==> src/rtl/dcm_pkg.sv <==
package dcm_pkg;
  localparam int BYTE_W = 8;
  localparam int ADDR_W = 7;

  typedef enum logic [1:0] {
    OP_WRITE = 2'd0,
    OP_READ  = 2'd1,
    OP_RESET = 2'd2,
    OP_BOOT  = 2'd3
  } op_e;

  typedef enum logic [1:0] {
    FK_WRITE = 2'd0,
    FK_READ  = 2'd1,
    FK_RESET = 2'd2
  } frame_e;

  typedef enum logic [3:0] {
    SEG_IDLE, SEG_CMD, SEG_WDAT, SEG_WTAIL, SEG_POLL,
    SEG_RDAT, SEG_RDUMMY, SEG_RTAIL, SEG_RST, SEG_FIN
  } seg_e;

  localparam logic [ADDR_W-1:0] BOOT_ADDR = 7'h40;
  localparam logic [BYTE_W-1:0] BOOT_V0   = 8'h17;
  localparam logic [BYTE_W-1:0] BOOT_V2   = 8'hFF;
  localparam logic [2:0]        BOOT_LAST = 3'd4;

  function automatic logic [BYTE_W-1:0] pack_cmd(logic [ADDR_W-1:0] addr,
                                                 logic [ADDR_W-1:0] idx,
                                                 logic wr);
    return {1'b0, addr} | {idx, 1'b0} | {{(BYTE_W-1){1'b0}}, wr};
  endfunction
endpackage

==> src/rtl/dcm_phase_timer.sv <==
module dcm_phase_timer #(
  parameter int DIV_W = 8
) (
  input  logic             clk_i,
  input  logic             rst_n,
  input  logic             run_i,
  input  logic [DIV_W-1:0] div_i,
  output logic             phase_end_o
);
  logic [DIV_W-1:0] cnt_q, cnt_d;
  logic [DIV_W-1:0] limit;

  always_comb begin
    limit       = (div_i == '0) ? DIV_W'(1) : div_i;
    phase_end_o = run_i && (cnt_q == limit - DIV_W'(1));
    if (!run_i || phase_end_o) cnt_d = '0;
    else                       cnt_d = cnt_q + DIV_W'(1);
  end

  always_ff @(posedge clk_i or negedge rst_n) begin
    if (!rst_n) cnt_q <= '0;
    else        cnt_q <= cnt_d;
  end
endmodule

==> src/rtl/dcm_frame_engine.sv <==
module dcm_frame_engine
  import dcm_pkg::*;
#(
  parameter int POLL_MAX   = 10,
  parameter int RST_PULSES = 30
) (
  input  logic              clk_i,
  input  logic              rst_n,
  input  logic              start_i,
  input  frame_e            kind_i,
  input  logic [BYTE_W-1:0] cmd_i,
  input  logic [BYTE_W-1:0] wdat_i,
  input  logic              phase_end_i,
  input  logic              rd_bit_i,
  input  logic              rd_valid_ni,
  output logic              active_o,
  output logic              done_o,
  output logic [BYTE_W-1:0] rdata_o,
  output logic              valid_seen_o,
  output logic              sclk_o,
  output logic              sdat_o
);
  localparam int MAXP  = (RST_PULSES > POLL_MAX) ?
                         ((RST_PULSES > BYTE_W) ? RST_PULSES : BYTE_W) :
                         ((POLL_MAX > BYTE_W) ? POLL_MAX : BYTE_W);
  localparam int CNT_W = $clog2(MAXP + 1);
  localparam int BIT_W = $clog2(BYTE_W);

  seg_e              seg_q, seg_d;
  frame_e            kind_q, kind_d;
  logic              half_q, half_d;
  logic [CNT_W-1:0]  cnt_q, cnt_d;
  logic [BYTE_W-1:0] cmd_q, cmd_d, wdat_q, wdat_d, rdat_q, rdat_d;
  logic              vs_q, vs_d, done_q, done_d;
  logic              last;

  function automatic logic [CNT_W-1:0] seg_len(seg_e s);
    case (s)
      SEG_CMD, SEG_WDAT, SEG_RDAT: return CNT_W'(BYTE_W);
      SEG_WTAIL, SEG_RDUMMY:       return CNT_W'(2);
      SEG_POLL:                    return CNT_W'(POLL_MAX);
      SEG_RTAIL:                   return CNT_W'(4);
      SEG_RST:                     return CNT_W'(RST_PULSES);
      default:                     return CNT_W'(1);
    endcase
  endfunction

  always_comb begin
    last   = (cnt_q == seg_len(seg_q) - CNT_W'(1));
    seg_d  = seg_q;
    kind_d = kind_q;
    half_d = half_q;
    cnt_d  = cnt_q;
    cmd_d  = cmd_q;
    wdat_d = wdat_q;
    rdat_d = rdat_q;
    vs_d   = vs_q;
    done_d = 1'b0;
    if (seg_q == SEG_IDLE) begin
      if (start_i) begin
        seg_d  = (kind_i == FK_RESET) ? SEG_RST : SEG_CMD;
        kind_d = kind_i;
        half_d = 1'b0;
        cnt_d  = '0;
        cmd_d  = cmd_i;
        wdat_d = wdat_i;
        rdat_d = '0;
        vs_d   = 1'b0;
      end
    end else if (seg_q == SEG_FIN) begin
      if (phase_end_i) begin
        seg_d  = SEG_IDLE;
        done_d = 1'b1;
      end
    end else if (phase_end_i) begin
      if (!half_q) begin
        half_d = 1'b1;
      end else begin
        half_d = 1'b0;
        cnt_d  = cnt_q + CNT_W'(1);
        case (seg_q)
          SEG_CMD: if (last) begin
            cnt_d = '0;
            seg_d = (kind_q == FK_READ) ? SEG_POLL : SEG_WDAT;
          end
          SEG_WDAT:  if (last) begin cnt_d = '0; seg_d = SEG_WTAIL; end
          SEG_WTAIL: if (last) begin cnt_d = '0; seg_d = SEG_FIN;   end
          SEG_POLL: begin
            if (!rd_valid_ni) begin
              vs_d  = 1'b1;
              cnt_d = '0;
              seg_d = SEG_RDAT;
            end else if (last) begin
              cnt_d = '0;
              seg_d = SEG_RDUMMY;
            end
          end
          SEG_RDAT: begin
            rdat_d[cnt_q[BIT_W-1:0]] = rd_bit_i;
            if (last) begin cnt_d = '0; seg_d = SEG_RTAIL; end
          end
          SEG_RDUMMY: if (last) begin cnt_d = '0; seg_d = SEG_RTAIL; end
          SEG_RTAIL:  if (last) begin cnt_d = '0; seg_d = SEG_FIN;   end
          SEG_RST:    if (last) begin cnt_d = '0; seg_d = SEG_FIN;   end
          default:    seg_d = SEG_IDLE;
        endcase
      end
    end
  end

  always_ff @(posedge clk_i or negedge rst_n) begin
    if (!rst_n) begin
      seg_q  <= SEG_IDLE;
      kind_q <= FK_WRITE;
      half_q <= 1'b0;
      cnt_q  <= '0;
      cmd_q  <= '0;
      wdat_q <= '0;
      rdat_q <= '0;
      vs_q   <= 1'b0;
      done_q <= 1'b0;
    end else begin
      seg_q  <= seg_d;
      kind_q <= kind_d;
      half_q <= half_d;
      cnt_q  <= cnt_d;
      cmd_q  <= cmd_d;
      wdat_q <= wdat_d;
      rdat_q <= rdat_d;
      vs_q   <= vs_d;
      done_q <= done_d;
    end
  end

  always_comb begin
    case (seg_q)
      SEG_CMD:  sdat_o = cmd_q[cnt_q[BIT_W-1:0]];
      SEG_WDAT: sdat_o = wdat_q[cnt_q[BIT_W-1:0]];
      default:  sdat_o = 1'b0;
    endcase
  end

  assign sclk_o       = half_q;
  assign active_o     = (seg_q != SEG_IDLE);
  assign done_o       = done_q;
  assign rdata_o      = rdat_q;
  assign valid_seen_o = vs_q;
endmodule

==> src/rtl/dcm_txn_ctrl.sv <==
module dcm_txn_ctrl
  import dcm_pkg::*;
(
  input  logic              clk_i,
  input  logic              rst_n,
  input  logic              req_i,
  input  op_e               op_i,
  input  logic [ADDR_W-1:0] addr_i,
  input  logic [ADDR_W-1:0] index_i,
  input  logic [BYTE_W-1:0] wdata_i,
  input  logic [BYTE_W-1:0] mode_i,
  input  logic              f_done_i,
  input  logic [BYTE_W-1:0] f_rdata_i,
  input  logic              f_valid_i,
  output logic              f_start_o,
  output frame_e            f_kind_o,
  output logic [BYTE_W-1:0] f_cmd_o,
  output logic [BYTE_W-1:0] f_wdat_o,
  output logic              busy_o,
  output logic              done_o,
  output logic [BYTE_W-1:0] rdata_o,
  output logic              timeout_o
);
  logic              busy_q, busy_d, boot_q, boot_d, launch_q, launch_d;
  logic              done_q, done_d, tmo_q, tmo_d;
  logic [2:0]        step_q, step_d;
  op_e               op_q, op_d;
  logic [ADDR_W-1:0] addr_q, addr_d, idx_q, idx_d;
  logic [BYTE_W-1:0] wdata_q, wdata_d, mode_q, mode_d, rdata_q, rdata_d;
  logic              accept;

  // Frame selection: a single operation maps directly; the power-up
  // program walks its five steps.
  always_comb begin
    f_kind_o = FK_WRITE;
    f_cmd_o  = pack_cmd(addr_q, idx_q, 1'b1);
    f_wdat_o = wdata_q;
    if (boot_q) begin
      case (step_q)
        3'd0: f_kind_o = FK_RESET;
        3'd1: begin
          f_cmd_o  = pack_cmd(BOOT_ADDR, 7'd0, 1'b1);
          f_wdat_o = BOOT_V0;
        end
        3'd2: begin
          f_cmd_o  = pack_cmd(BOOT_ADDR, 7'd1, 1'b1);
          f_wdat_o = mode_q;
        end
        3'd3: begin
          f_cmd_o  = pack_cmd(BOOT_ADDR, 7'd2, 1'b1);
          f_wdat_o = BOOT_V2;
        end
        default: begin
          f_kind_o = FK_READ;
          f_cmd_o  = pack_cmd(BOOT_ADDR, 7'd1, 1'b0);
        end
      endcase
    end else begin
      case (op_q)
        OP_READ: begin
          f_kind_o = FK_READ;
          f_cmd_o  = pack_cmd(addr_q, idx_q, 1'b0);
        end
        OP_RESET: f_kind_o = FK_RESET;
        default:  f_kind_o = FK_WRITE;
      endcase
    end
  end

  always_comb begin
    accept   = req_i && !busy_q;
    busy_d   = busy_q;
    boot_d   = boot_q;
    step_d   = step_q;
    op_d     = op_q;
    addr_d   = addr_q;
    idx_d    = idx_q;
    wdata_d  = wdata_q;
    mode_d   = mode_q;
    rdata_d  = rdata_q;
    tmo_d    = tmo_q;
    launch_d = 1'b0;
    done_d   = 1'b0;
    if (accept) begin
      busy_d   = 1'b1;
      launch_d = 1'b1;
      boot_d   = (op_i == OP_BOOT);
      step_d   = 3'd0;
      op_d     = op_i;
      addr_d   = addr_i;
      idx_d    = index_i;
      wdata_d  = wdata_i;
      mode_d   = mode_i;
    end else if (busy_q && f_done_i) begin
      if (boot_q && (step_q != BOOT_LAST)) begin
        step_d   = step_q + 3'd1;
        launch_d = 1'b1;
      end else begin
        busy_d  = 1'b0;
        boot_d  = 1'b0;
        done_d  = 1'b1;
        rdata_d = (f_kind_o == FK_READ) ? f_rdata_i : '0;
        tmo_d   = (f_kind_o == FK_READ) && !f_valid_i;
      end
    end
  end

  always_ff @(posedge clk_i or negedge rst_n) begin
    if (!rst_n) begin
      busy_q   <= 1'b0;
      boot_q   <= 1'b0;
      step_q   <= '0;
      op_q     <= OP_WRITE;
      addr_q   <= '0;
      idx_q    <= '0;
      wdata_q  <= '0;
      mode_q   <= '0;
      rdata_q  <= '0;
      tmo_q    <= 1'b0;
      launch_q <= 1'b0;
      done_q   <= 1'b0;
    end else begin
      busy_q   <= busy_d;
      boot_q   <= boot_d;
      step_q   <= step_d;
      op_q     <= op_d;
      addr_q   <= addr_d;
      idx_q    <= idx_d;
      wdata_q  <= wdata_d;
      mode_q   <= mode_d;
      rdata_q  <= rdata_d;
      tmo_q    <= tmo_d;
      launch_q <= launch_d;
      done_q   <= done_d;
    end
  end

  assign f_start_o = launch_q;
  assign busy_o    = busy_q;
  assign done_o    = done_q;
  assign rdata_o   = rdata_q;
  assign timeout_o = tmo_q;
endmodule

==> src/rtl/dongle_cfg_master.sv <==
module dongle_cfg_master
  import dcm_pkg::*;
#(
  parameter int DIV_W      = 8,
  parameter int POLL_MAX   = 10,
  parameter int RST_PULSES = 30
) (
  input  logic             clk_i,
  input  logic             rst_ni,
  input  logic [DIV_W-1:0] div_i,
  input  logic             req_i,
  input  logic [1:0]       op_i,
  input  logic [6:0]       addr_i,
  input  logic [6:0]       index_i,
  input  logic [7:0]       wdata_i,
  input  logic [7:0]       mode_i,
  output logic             busy_o,
  output logic             done_o,
  output logic [7:0]       rdata_o,
  output logic             timeout_o,
  output logic             sclk_o,
  output logic             sdat_o,
  input  logic             rd_bit_i,
  input  logic             rd_valid_ni
);
  logic [1:0]        rst_sync_q;
  logic              rst_n;
  logic              f_start, f_active, f_done, f_valid, phase_end;
  frame_e            f_kind;
  logic [BYTE_W-1:0] f_cmd, f_wdat, f_rdata;

  // Reset asserts at once and releases on a clock edge.
  always_ff @(posedge clk_i or negedge rst_ni) begin
    if (!rst_ni) rst_sync_q <= 2'b00;
    else         rst_sync_q <= {rst_sync_q[0], 1'b1};
  end
  assign rst_n = rst_sync_q[1];

  dcm_txn_ctrl u_ctrl (
    .clk_i     (clk_i),
    .rst_n     (rst_n),
    .req_i     (req_i),
    .op_i      (op_e'(op_i)),
    .addr_i    (addr_i),
    .index_i   (index_i),
    .wdata_i   (wdata_i),
    .mode_i    (mode_i),
    .f_done_i  (f_done),
    .f_rdata_i (f_rdata),
    .f_valid_i (f_valid),
    .f_start_o (f_start),
    .f_kind_o  (f_kind),
    .f_cmd_o   (f_cmd),
    .f_wdat_o  (f_wdat),
    .busy_o    (busy_o),
    .done_o    (done_o),
    .rdata_o   (rdata_o),
    .timeout_o (timeout_o)
  );

  dcm_phase_timer #(.DIV_W(DIV_W)) u_timer (
    .clk_i       (clk_i),
    .rst_n       (rst_n),
    .run_i       (f_active),
    .div_i       (div_i),
    .phase_end_o (phase_end)
  );

  dcm_frame_engine #(
    .POLL_MAX   (POLL_MAX),
    .RST_PULSES (RST_PULSES)
  ) u_frame (
    .clk_i        (clk_i),
    .rst_n        (rst_n),
    .start_i      (f_start),
    .kind_i       (f_kind),
    .cmd_i        (f_cmd),
    .wdat_i       (f_wdat),
    .phase_end_i  (phase_end),
    .rd_bit_i     (rd_bit_i),
    .rd_valid_ni  (rd_valid_ni),
    .active_o     (f_active),
    .done_o       (f_done),
    .rdata_o      (f_rdata),
    .valid_seen_o (f_valid),
    .sclk_o       (sclk_o),
    .sdat_o       (sdat_o)
  );
endmodule

==> config.mk <==
export PLATFORM = sky130hd
export DESIGN_NAME = dongle_cfg_master
export DESIGN_NICKNAME = d
export VERILOG_FILES = /design/src/rtl/dcm_pkg.sv /design/src/rtl/dcm_phase_timer.sv /design/src/rtl/dcm_frame_engine.sv /design/src/rtl/dcm_txn_ctrl.sv /design/src/rtl/dongle_cfg_master.sv
export SDC_FILE = /design/constraint.sdc
export NUM_CORES = 1
export LEC_CHECK = 0
export BUFFER_PORTS_ARGS = -buffer_cell sky130_fd_sc_hd__buf_4
export CORE_ASPECT_RATIO = 1.75
export CORE_UTILIZATION = 55
export DETAILED_ROUTE_END_ITERATION = 7
export PLACE_DENSITY_LB_ADDON = 0.3
export SYNTH_ARGS = -nofsm -noshare
export SYNTH_HDL_FRONTEND = slang
export SYNTH_SLANG_ARGS = --single-unit
==> constraint.sdc <==
create_clock -name clk_i -period 6.67 [get_ports clk_i]
set_input_delay 0.667 -clock clk_i [delete_from_list [all_inputs] [get_ports clk_i]]
set_output_delay 0.667 -clock clk_i [all_outputs]
set_load 0.02 [all_outputs]
==> qor.log <==
qor: synthesis.asyncSetResetFlopFracSynth 100.0%
qor: sta.setup_slack 2.957 ns
qor: clock_tree.cts_num_sinks 96
qor: min_path.timing.hold.worst.class input pin to asynchronous set/reset pin
qor: floorplan.die_area 9609 µm²
qor: sta.achievable-frequency 0.2693 GHz
qor: setup_path.rr_startpoint u_frame.seg_q[1]$_DFFE_PN0P_
qor: synthesis.synthMostInstantiatedCell nand2_1
qor: setup_path.crit_path_start_kind flip-flop
qor: route.drtIter0Drc 337
qor: floorplan.die_x 74.53 µm
qor: setup_path.reg2reg_setup_slack 2.96 ns
qor: route.postRouteWirelength 11.63 mm
qor: sta.timing_worst_slew_pin_value 1.240 ns
qor: synthesis.synth_seq_area_share 47.44%
qor: floorplan.placement_rows 46
qor: placed_design.place.port_buffers 57
qor: pwr.seqPwrFrac 48.7%
qor: synthesis.mappedNetlistArea 5064 µm²
qor: clock_tree.ctsResizeCount 0
qor: global_route.grt_start_max_net_pins 95
qor: pwr.share_comb_of_total_power 17.0%
qor: synthesis.synthesis.instances 582
qor: placed_design.dpl.cell_count 731
qor: pwr.power.switching 0.4069 mW
qor: setup_path.timing_endpoint_of_the_critical_path u_frame.rdata_o[3]$_DFFE_PN0P_
qor: clock_tree.cts_root_buffer clkbuf_16
qor: sta.worst_slew_margin_rel 17.33%
qor: route.dr_total_vias 4,239
qor: cells_and_area.post_layout_nonfiller_instances 747
qor: synthesis.yosysTopAreaCellShare 47.44%
qor: placed_design.globalplace.congestion 0.9193
qor: synthesis.postSynthRegisterBits 96
qor: sta.rsz0062_at_grt no
qor: job.cap_viol_max_count 0
qor: setup_path.worst_ep_arrival_time 3.96 ns
qor: pwr.power.total 1.427 mW
qor: setup_path.crit_type flip-flop to flip-flop
qor: synthesis.synth_warnings 0
qor: setup_path.crit_path_max_fanout 31
qor: floorplan.core_region_area 8979 µm²
qor: synthesis.netlist-cell-type-count 60
qor: clock_tree.clock_slew_seen_by_the_registers_of_the_worst_setup_and_hold_paths 0.06 ns
qor: sta.layout_worst_path_cycle_share 55.66%
qor: clock_tree.cts-root-to-sink-buffers 2
qor: clock_tree.worstSkewPairLatency 0.34 ns
qor: clock_tree.tritoncts.num_buffers 9
qor: route.final_antenna_net_count 0
qor: cells_and_area.layout-area-overhead-vs-synth 14.48%
qor: pwr.power.share.switching 28.51%
qor: pwr.power.share.clock 34.3%
qor: synthesis.synth-edff-count 0
qor: setup_path.worst_ep_required 6.92 ns
qor: cells_and_area.post_layout_nets 680
qor: route.drc 0
qor: setup_path.worstSetupStartpoint u_frame.seg_q[1]$_DFFE_PN0P_
qor: placed_design.place_ws 3.018 ns
qor: global_route.grt_pass1_wl 19.08 mm
qor: pwr.total_power_divided_by_cell_area 246.2 nW/µm²
qor: floorplan.die_h 128.9 µm
qor: synthesis.netlist.top_cell.by_area dfrtp_1
qor: sta.setup_violations 0
qor: setup_path.reg2reg_end u_frame.rdata_o[3]$_DFFE_PN0P_
qor: sta.hold_violations 0
qor: synthesis.syn_avg_cell_area 8.700 µm²
qor: route.drtPass1Iterations 5
qor: synthesis.synthesis.nets 640
qor: clock_tree.cts_tree done
qor: outcome.status completed
qor: synthesis.synth_top_cells_by_count nand2_1, dfrtp_1, o21ai_0
qor: global_route.grt_antenna_before_repair 0
qor: route.avgRoutedWirePerCell 15.56 µm
qor: floorplan.floorplan.initialDensity 56.40%
qor: route.route.detailed.vias_per_inst 5.675
qor: setup_path.rr_worst_depth 8
qor: synthesis.synthFlopType dfrtp_1
qor: pwr.peakVddDrop 0.1903 mV
qor: clock_tree.cts-hold-fix-buffers 0
qor: sta.final_period_minus_worst_setup_slack 3.713 ns
qor: cells_and_area.proportion_of_layout_cells_with_a_drive_suffix_above_1 14.04%
qor: clock_tree.cts-htree-levels 3
qor: pwr.internal_power 1.020 mW
qor: sta.summed_negative_setup_slack_over_all_endpoints 0 ns
qor: sta.slew_viol_final 0
qor: global_route.vias_in_the_first_global_route 4,165
qor: synthesis.ys_top_cells_by_area dfrtp_1, nand2_1, o21ai_0
qor: sta.setup_skew_after_layout 0.003647 ns
qor: placed_design.dp_hpwl 8.629 mm
qor: floorplan.top_level_ports 58
qor: global_route.grt.overflow.total 0
qor: cells_and_area.antenna_cells_inserted 0
qor: clock_tree.cts.repair_timing.setup_buffer_count 0
qor: setup_path.timing.critical_path.to_type flip-flop
qor: pwr.leakagePower 2.736 nW
qor: global_route.grt.total_usage 26.21%
[placed cells by master, fill, tap and decap left out, types with 7 or more instances in the layout]
master / count
dfrtp_1: 95
nand2_1: 149
xor2_1: 7
o21ai_0: 59
a31oi_1: 7
xnor2_1: 15
nor2_1: 31
nand3_1: 20
inv_1: 22
nand2b_1: 10
buf_4: 59
a22oi_1: 7
clkbuf_16: 9
nor3_1: 7
a21oi_1: 28
ha_1: 13
o22ai_1: 8
[flip-flops by register name (all words and copies together), names as in the netlist, 5 cells and up]
signal and flops:
u_ctrl.addr_q 7, u_ctrl.mode_q 8, u_frame.wdat_q 8, u_timer.cnt_q 8, u_frame.cmd_q 8, u_ctrl.wdata_q 8
u_frame.cnt_q 5, u_frame.rdata_o 8, u_ctrl.rdata_o 8, u_ctrl.idx_q 7
[cell families (layout without fill, tap and decap cells)]
logic type,after synthesis,count (layout),share of synthesized area [%]
xor+xnor,23,23,4.250
mux,4,4,0.7907
flops,96,96,47.44
buf+inv,52,97,4.596
other cells,1,1,0.07406
simple gates,249,249,22.34
compound gates,144,144,17.30
fa+ha+maj,13,13,3.212
[metrics by stage]
stage,hold slack (ns),util [%],area [µm²]
final,0.09034,64.56,5797
after floorplan,0.3312,-,5064
after CTS,0.08568,64.56,5797
after global routing,0.08543,64.56,5797
after detailed placement,0.3442,61.40,5513
after global placement,0.3396,61.40,5513
[how the worst min path moves through the flow]
stage / from / to / slack, ns / cells after the start
2_1_floorplan: rst_sync_q[0]$_DFF_PN0_ / rst_sync_q[1]$_DFF_PN0_ / 0.33 / 0
3_3_place_gp: rst_sync_q[0]$_DFF_PN0_ / rst_sync_q[1]$_DFF_PN0_ / 0.34 / 0
3_5_place_dp: rst_sync_q[0]$_DFF_PN0_ / rst_sync_q[1]$_DFF_PN0_ / 0.34 / 0
4_1_cts: rst_ni / rst_sync_q[1]$_DFF_PN0_ / 0.09 / 1
5_1_grt: rst_ni / rst_sync_q[1]$_DFF_PN0_ / 0.09 / 1
6_report: rst_ni / rst_sync_q[1]$_DFF_PN0_ / 0.09 / 1
[metal layers]
layer / share of wire (%) / global-route usage (%)
met1: 37 / 27.70
met5: 0 / 0
met3: 2.8 / 3.602
met2: 57 / 49.18
met4: 3.0 / 12.21
[power groups by stage]
stage	registers (mW)	clock network (mW)	logic (mW)
5_1_grt	0.701	0.519	0.270
4_1_cts	0.694	0.498	0.243
3_3_place_gp	0.701	0	0.229
2_1_floorplan	0.693	0	0.166
6_report	0.694	0.490	0.243
3_5_place_dp	0.705	0	0.240
[area by class of cell]
type                            count  area (µm²)
Fill cell                         784        3182
Multi-Input combinational cell    434        2431
Sequential cell                    96        2406
Timing Repair Buffer               59       442.9
Clock buffer                       12       256.5
Tap cell                          120       150.1
Inverter                           22       82.58
Clock inverter                      4       27.53
[critical path: stages, from the launching register on]
cell	delay (ns)
dfrtp_1	0.44
inv_1	0.13
ha_1	0.39
nand2b_1	0.29
nor2_1	0.75
nand2_1	0.75
o21a_4	0.39
nand3b_4	0.21
o31ai_1	0.25
(Power assumes the default switching activity.)
